--- config.mk ---
export PLATFORM = sky130hd
export DESIGN_NAME = rtc_calendar
export DESIGN_NICKNAME = d
export VERILOG_FILES = /design/src/rtl/rtc_cal_pkg.sv /design/src/rtl/rtc_bcd_field.sv /design/src/rtl/rtc_day_counter.sv /design/src/rtl/rtc_alarm_eval.sv /design/src/rtl/rtc_calendar.sv
export SDC_FILE = /design/constraint.sdc
export NUM_CORES = 1
export LEC_CHECK = 0
export CORE_ASPECT_RATIO = 0.5
export CORE_UTILIZATION = 35
export CTS_BUF_LIST = sky130_fd_sc_hd__clkbuf_16
export DETAILED_ROUTE_END_ITERATION = 16
export SYNTH_ARGS = -nofsm -noshare
export SYNTH_HDL_FRONTEND = slang
export SYNTH_HIERARCHICAL = 1
export SYNTH_SLANG_ARGS = --single-unit
--- constraint.sdc ---
create_clock -name clk -period 6.5 [get_ports clk]
set_input_delay 1.3 -clock clk [delete_from_list [all_inputs] [get_ports clk]]
set_output_delay 1.3 -clock clk [all_outputs]
set_load 0.02 [all_outputs]
--- src/rtl/rtc_cal_pkg.sv ---
package rtc_cal_pkg;

    localparam int BUS_W = 8;

    localparam logic [BUS_W-1:0] A_CTRL   = 8'h14;
    localparam logic [BUS_W-1:0] A_SEC    = 8'h15;
    localparam logic [BUS_W-1:0] A_MIN    = 8'h16;
    localparam logic [BUS_W-1:0] A_HOUR   = 8'h17;
    localparam logic [BUS_W-1:0] A_DAYL   = 8'h18;
    localparam logic [BUS_W-1:0] A_DAYH   = 8'h19;
    localparam logic [BUS_W-1:0] A_AMIN   = 8'h1A;
    localparam logic [BUS_W-1:0] A_AHOUR  = 8'h1B;
    localparam logic [BUS_W-1:0] A_ADAYL  = 8'h1C;
    localparam logic [BUS_W-1:0] A_ADAYH  = 8'h1D;

    localparam int B_BUSY = 7;
    localparam int B_DEN  = 5;
    localparam int B_HEN  = 4;
    localparam int B_MEN  = 3;
    localparam int B_FLAG = 2;
    localparam int B_AIEN = 1;
    localparam int B_RUN  = 0;

    typedef enum logic {
        ST_IDLE = 1'b0,
        ST_STEP = 1'b1
    } cal_state_e;

    typedef struct packed {
        logic den;
        logic hen;
        logic men;
        logic aien;
        logic run;
    } cal_ctrl_t;

endpackage

--- src/rtl/rtc_bcd_field.sv ---
module rtc_bcd_field #(
    parameter logic [7:0] LIMIT = 8'h59
) (
    input  logic       clk,
    input  logic       rst_n,
    input  logic       carry_in,
    input  logic       advance,
    input  logic       load,
    input  logic [7:0] load_val,
    output logic [7:0] value,
    output logic [7:0] next_val,
    output logic       carry_out
);

    logic [7:0] val_q;
    logic [7:0] inc;

    always_comb begin
        if (val_q[3:0] >= 4'd9) begin
            inc = {val_q[7:4] + 4'd1, 4'd0};
        end else begin
            inc = {val_q[7:4], val_q[3:0] + 4'd1};
        end
    end

    assign carry_out = carry_in && (val_q == LIMIT);
    assign next_val  = !carry_in ? val_q : ((val_q == LIMIT) ? 8'h00 : inc);
    assign value     = val_q;

    always_ff @(posedge clk or negedge rst_n) begin
        if (!rst_n) begin
            val_q <= 8'h00;
        end else if (advance) begin
            val_q <= next_val;
        end else if (load) begin
            val_q <= load_val;
        end
    end

    // R1 (and R2 for the minute and hour instances): wrap at the limit
    assert_bcd_wrap_R1: assert property (@(posedge clk) disable iff (!rst_n)
        (advance && carry_in && val_q == LIMIT) |=> (val_q == 8'h00));

    assert_field_hold_R4: assert property (@(posedge clk) disable iff (!rst_n)
        (!advance && !load) |=> $stable(val_q));

endmodule

--- src/rtl/rtc_day_counter.sv ---
module rtc_day_counter #(
    parameter int DAY_W = 15,
    localparam int HI_W = DAY_W - 8
) (
    input  logic             clk,
    input  logic             rst_n,
    input  logic             carry_in,
    input  logic             advance,
    input  logic             load_lo,
    input  logic             load_hi,
    input  logic [7:0]       lo_val,
    input  logic [HI_W-1:0]  hi_val,
    output logic [DAY_W-1:0] value,
    output logic [DAY_W-1:0] next_val
);

    logic [DAY_W-1:0] day_q;

    assign next_val = carry_in ? day_q + 1'b1 : day_q;
    assign value    = day_q;

    always_ff @(posedge clk or negedge rst_n) begin
        if (!rst_n) begin
            day_q <= '0;
        end else if (advance) begin
            day_q <= next_val;
        end else begin
            if (load_lo) day_q[7:0]       <= lo_val;
            if (load_hi) day_q[DAY_W-1:8] <= hi_val;
        end
    end

    assert_day_wrap_R3: assert property (@(posedge clk) disable iff (!rst_n)
        (advance && carry_in && (&day_q)) |=> (day_q == '0));

endmodule

--- src/rtl/rtc_alarm_eval.sv ---
module rtc_alarm_eval #(
    parameter int DAY_W = 15
) (
    input  logic [7:0]       cur_min,
    input  logic [7:0]       cur_hour,
    input  logic [DAY_W-1:0] cur_day,
    input  logic [7:0]       nxt_min,
    input  logic [7:0]       nxt_hour,
    input  logic [DAY_W-1:0] nxt_day,
    input  logic [7:0]       al_min,
    input  logic [7:0]       al_hour,
    input  logic [DAY_W-1:0] al_day,
    input  logic             men,
    input  logic             hen,
    input  logic             den,
    output logic             hit
);

    logic any_en;
    logic cur_match;
    logic nxt_match;

    assign any_en = men || hen || den;

    always_comb begin
        cur_match = any_en
                 && (!men || cur_min  == al_min)
                 && (!hen || cur_hour == al_hour)
                 && (!den || cur_day  == al_day);
        nxt_match = any_en
                 && (!men || nxt_min  == al_min)
                 && (!hen || nxt_hour == al_hour)
                 && (!den || nxt_day  == al_day);
    end

    // fire only on the step that enters the matching time
    assign hit = nxt_match && !cur_match;

endmodule

--- src/rtl/rtc_calendar.sv ---
module rtc_calendar
    import rtc_cal_pkg::*;
#(
    parameter int DAY_W = 15,
    localparam int HI_W = DAY_W - 8
) (
    input  logic       clk,
    input  logic       rst_n,
    input  logic       tick,
    input  logic       bus_wr,
    input  logic [7:0] bus_addr,
    input  logic [7:0] bus_wdata,
    output logic [7:0] bus_rdata,
    output logic       irq
);

    cal_state_e state_q, state_d;
    cal_ctrl_t  ctrl_q;
    logic       flag_q;
    logic       busy;
    logic       time_wr_ok;
    logic       hit;

    logic [7:0]       sec_v, sec_n, min_v, min_n, hour_v, hour_n;
    logic             sec_c, min_c, hour_c;
    logic [DAY_W-1:0] day_v, day_n;
    logic [7:0]       amin_q, ahour_q;
    logic [DAY_W-1:0] aday_q;

    // ---- sequencer: state register ----
    always_ff @(posedge clk or negedge rst_n) begin
        if (!rst_n) state_q <= ST_IDLE;
        else        state_q <= state_d;
    end

    always_comb begin
        state_d = state_q;
        unique case (state_q)
            ST_IDLE: if (tick && ctrl_q.run) state_d = ST_STEP;
            ST_STEP: state_d = ST_IDLE;
        endcase
    end

    // ---- sequencer: outputs ----
    always_comb begin
        busy       = (state_q == ST_STEP);
        time_wr_ok = bus_wr && !busy;
        irq        = flag_q && ctrl_q.aien;
    end

    // ---- time fields ----
    rtc_bcd_field #(.LIMIT(8'h59)) u_sec (
        .clk(clk), .rst_n(rst_n), .carry_in(1'b1), .advance(busy),
        .load(time_wr_ok && bus_addr == A_SEC), .load_val(bus_wdata),
        .value(sec_v), .next_val(sec_n), .carry_out(sec_c));

    rtc_bcd_field #(.LIMIT(8'h59)) u_min (
        .clk(clk), .rst_n(rst_n), .carry_in(sec_c), .advance(busy),
        .load(time_wr_ok && bus_addr == A_MIN), .load_val(bus_wdata),
        .value(min_v), .next_val(min_n), .carry_out(min_c));

    rtc_bcd_field #(.LIMIT(8'h23)) u_hour (
        .clk(clk), .rst_n(rst_n), .carry_in(min_c), .advance(busy),
        .load(time_wr_ok && bus_addr == A_HOUR), .load_val(bus_wdata),
        .value(hour_v), .next_val(hour_n), .carry_out(hour_c));

    rtc_day_counter #(.DAY_W(DAY_W)) u_day (
        .clk(clk), .rst_n(rst_n), .carry_in(hour_c), .advance(busy),
        .load_lo(time_wr_ok && bus_addr == A_DAYL),
        .load_hi(time_wr_ok && bus_addr == A_DAYH),
        .lo_val(bus_wdata), .hi_val(bus_wdata[HI_W-1:0]),
        .value(day_v), .next_val(day_n));

    // ---- alarm compare ----
    rtc_alarm_eval #(.DAY_W(DAY_W)) u_alarm (
        .cur_min(min_v), .cur_hour(hour_v), .cur_day(day_v),
        .nxt_min(min_n), .nxt_hour(hour_n), .nxt_day(day_n),
        .al_min(amin_q), .al_hour(ahour_q), .al_day(aday_q),
        .men(ctrl_q.men), .hen(ctrl_q.hen), .den(ctrl_q.den),
        .hit(hit));

    // ---- control and alarm registers ----
    always_ff @(posedge clk or negedge rst_n) begin
        if (!rst_n) begin
            ctrl_q  <= '0;
            flag_q  <= 1'b0;
            amin_q  <= 8'h00;
            ahour_q <= 8'h00;
            aday_q  <= '0;
        end else begin
            if (bus_wr) begin
                unique case (bus_addr)
                    A_CTRL: begin
                        ctrl_q.den  <= bus_wdata[B_DEN];
                        ctrl_q.hen  <= bus_wdata[B_HEN];
                        ctrl_q.men  <= bus_wdata[B_MEN];
                        ctrl_q.aien <= bus_wdata[B_AIEN];
                        ctrl_q.run  <= bus_wdata[B_RUN];
                    end
                    A_AMIN:  amin_q  <= bus_wdata;
                    A_AHOUR: ahour_q <= bus_wdata;
                    A_ADAYL: aday_q[7:0]       <= bus_wdata;
                    A_ADAYH: aday_q[DAY_W-1:8] <= bus_wdata[HI_W-1:0];
                    default: ;
                endcase
            end
            if (busy && hit) begin
                flag_q <= 1'b1;
            end else if (bus_wr && bus_addr == A_CTRL && bus_wdata[B_FLAG]) begin
                flag_q <= 1'b0;
            end
        end
    end

    // ---- read mux ----
    always_comb begin
        case (bus_addr)
            A_CTRL:  bus_rdata = {busy, 1'b0, ctrl_q.den, ctrl_q.hen, ctrl_q.men,
                                  flag_q, ctrl_q.aien, ctrl_q.run};
            A_SEC:   bus_rdata = sec_v;
            A_MIN:   bus_rdata = min_v;
            A_HOUR:  bus_rdata = hour_v;
            A_DAYL:  bus_rdata = day_v[7:0];
            A_DAYH:  bus_rdata = {{(8-HI_W){1'b0}}, day_v[DAY_W-1:8]};
            A_AMIN:  bus_rdata = amin_q;
            A_AHOUR: bus_rdata = ahour_q;
            A_ADAYL: bus_rdata = aday_q[7:0];
            A_ADAYH: bus_rdata = {{(8-HI_W){1'b0}}, aday_q[DAY_W-1:8]};
            default: bus_rdata = 8'h00;
        endcase
    end

    // ---- assertions ----
    assert_busy_single_R5: assert property (@(posedge clk) disable iff (!rst_n)
        busy |=> !busy);

    assert_busy_after_tick_R5: assert property (@(posedge clk) disable iff (!rst_n)
        (!busy && tick && ctrl_q.run) |=> busy);

    assert_time_locked_R6: assert property (@(posedge clk) disable iff (!rst_n)
        (busy && bus_wr && bus_addr == A_SEC) |=> (sec_v == $past(sec_n)));

    assert_flag_rise_on_step_R7: assert property (@(posedge clk) disable iff (!rst_n)
        $rose(flag_q) |-> $past(busy));

    assert_no_enable_R8: assert property (@(posedge clk) disable iff (!rst_n)
        (!ctrl_q.men && !ctrl_q.hen && !ctrl_q.den && !flag_q) |=> !flag_q);

    assert_flag_w1c_R9: assert property (@(posedge clk) disable iff (!rst_n)
        (!busy && bus_wr && bus_addr == A_CTRL && bus_wdata[B_FLAG]) |=> !flag_q);

endmodule

==> flow_summary.toml <==
[global_routing]
antenna_found_initial = 1
grt_pass1_vias = 4803
globalRouteMet1Util_pct = 27.2
grt_start_max_net_pins = 84
grt_util_all_layers_pct = 19.3
grt_first_pass_wirelength_mm = 28.4
gr-usage-met3_pct = 3.63
met2_usage_pct = 30.4
grt_overflow = 0
gr-max-usage-layer = "met2"

[timing]
finalSetupViolCount = 0
period_share_pct = 80.1
whs_ns = 0.535
setup-tns-final_ns = 0
skew_ns = 0.00625
hold_viol = 0
final_max_slew_viol_count = 0
rsz0062_at_grt = "no"
worst_slack_ns = 1.30
clock.fmax_mhz = 192
relSlewSlack_pct = 43.6
worstMarginPinSlew_ns = 0.847
min_period_ns = 5.20

[route]
drc_errors = 0
drt-initial-drc-count = 503
routed_wl_mm = 17.9
dr_total_vias = 5055
viasPerCell = 5.72
drt_pass1_iterations = 5
wl_per_cell_microns = 20.3
postRouteAntennaNets = 0

[placed_design]
pre_cts_ws_ns = 1.31
placed_cells = 868
place_congestion = 0.910
place_area_sq_um = 6790
dp_hpwl_mm = 12.6
portBuffers = 28

[cts]
post_cts_buffers = 0
cts_buffer_depth = 2
numCtsBuffers = 9
cts_tree = "done"
clk_pin_slew_ns = 0.06
worstSkewPairLatency_ns = 0.34
cts_resized = 0
cts_root_buf = "clkbuf_16"
cts_sinks = 77
htree_levels = 3
cts-hold-fix-buffers = 0

[critical_path]
path_class = "primary input to output port"
cp-end-kind = "output port"
cp-start-kind = "primary input"
critPathRequiredTime_ns = 5.20
crit_arrival_ns = 3.90
critical_path.max_fanout = 8

[final_layout]
fill_cells = 1685
diodes = 0
final_cell_mix = "dfrtp_1 (76), mux2_2 (48), xor2_1 (47)"
mostFrequentLayoutCell = "dfrtp_1"
syn2layout_area_growth_pct = 10.6
final_cells = 884
final_area_sq_um = 7120
layout.area.seq_sq_um = 1930
multiInputGateArea_sq_um = 4160
nets = 681
drive_gt1_share_pct = 19.7

[flow_run]
maxCapViolations = 0

[die]
placementRows = 34
die_w_microns = 194
core-area_sq_um = 17700
fp.dieH_microns = 97.9
ios = 29
dieArea_sq_um = 19000
start_util_pct = 36.4

[logic_synthesis]
netlist_area_sq_um = 6430
syn-num-nets = 667
avgSynthCellArea_sq_um = 10.2
synth-warning-count = 6
synthCells = 631

[outcome]
status = "finished, final reports clean"

[power_and_ir_drop]
peakVddDrop_mv = 0.147
power_leakage_uw = 0.00315
pwr_density_cell_nw_per_um2 = 233

[hold_path]
hold_class = "flip-flop to flip-flop"
[report_power, final]
group | leakage (uW) | internal [uW] | switching (uW) | total, uW
Clock | 0.000148 | 338 | 217 | 555
Sequential | 0.00102 | 536 | 160 | 696
Combinational | 0.00198 | 212 | 194 | 406
Total | 0.00315 | 1090 | 572 | 1660
[final cells by class]
type,instances,share of cell area (%)
Clock inverter,7,1.41
Clock buffer,9,3.16
Tap cell,234,4.11
Inverter,14,0.738
Timing Repair Buffer,39,4.99
Multi-Input combinational cell,504,58.5
Sequential cell,77,27.1
[path summary, 6_finish.rpt]
path                            slack, ns  cells past startpoint           end           start
worst max-delay path                 1.30                      6  bus_rdata[5]     bus_addr[5]
worst min-delay path                 0.53                      1        flag_q          flag_q
worst max register to register       1.77                     18        flag_q  u_sec/value[1]
worst min register to register       0.53                      1        flag_q          flag_q
max in group asynchronous            4.52                      2          busy           rst_n
min in group asynchronous            0.84                      1     aday_q[1]           rst_n
[layer usage]
metal  up-vias  part of all wire, %
li1       2349                    -
met1      2547                   48
met2       135                   45
met3        24                  4.9
met4         0                  1.6
met5         -                    0
[worst max-delay path, stage by stage]
cell and delay (ns):
clkdlybuf4s50_1 0.41, or4b_1 0.80, or2_1 0.41, o22a_1 0.24, o21ai_1 0.12, clkdlybuf4s50_1 0.62
[per-stage QoR]
step / util (%) / total power [uW]
after floorplan: - / 995
after global placement: 38.5 / 1090
after detailed placement: 38.5 / 1100
after CTS: 40.3 / 1660
after global routing: 40.3 / 1740
final: 40.3 / 1660
[registers in the layout, summed over array words and instances, names as in the netlist, 5 cells and up]
signal        cells
aday_q           15
u_day/value      15
ahour_q           8
amin_q            8
u_hour/value      8
u_min/value       8
u_sec/value       8
ctrl_q            5
No activity file was read; power rests on OpenSTA's default activity.
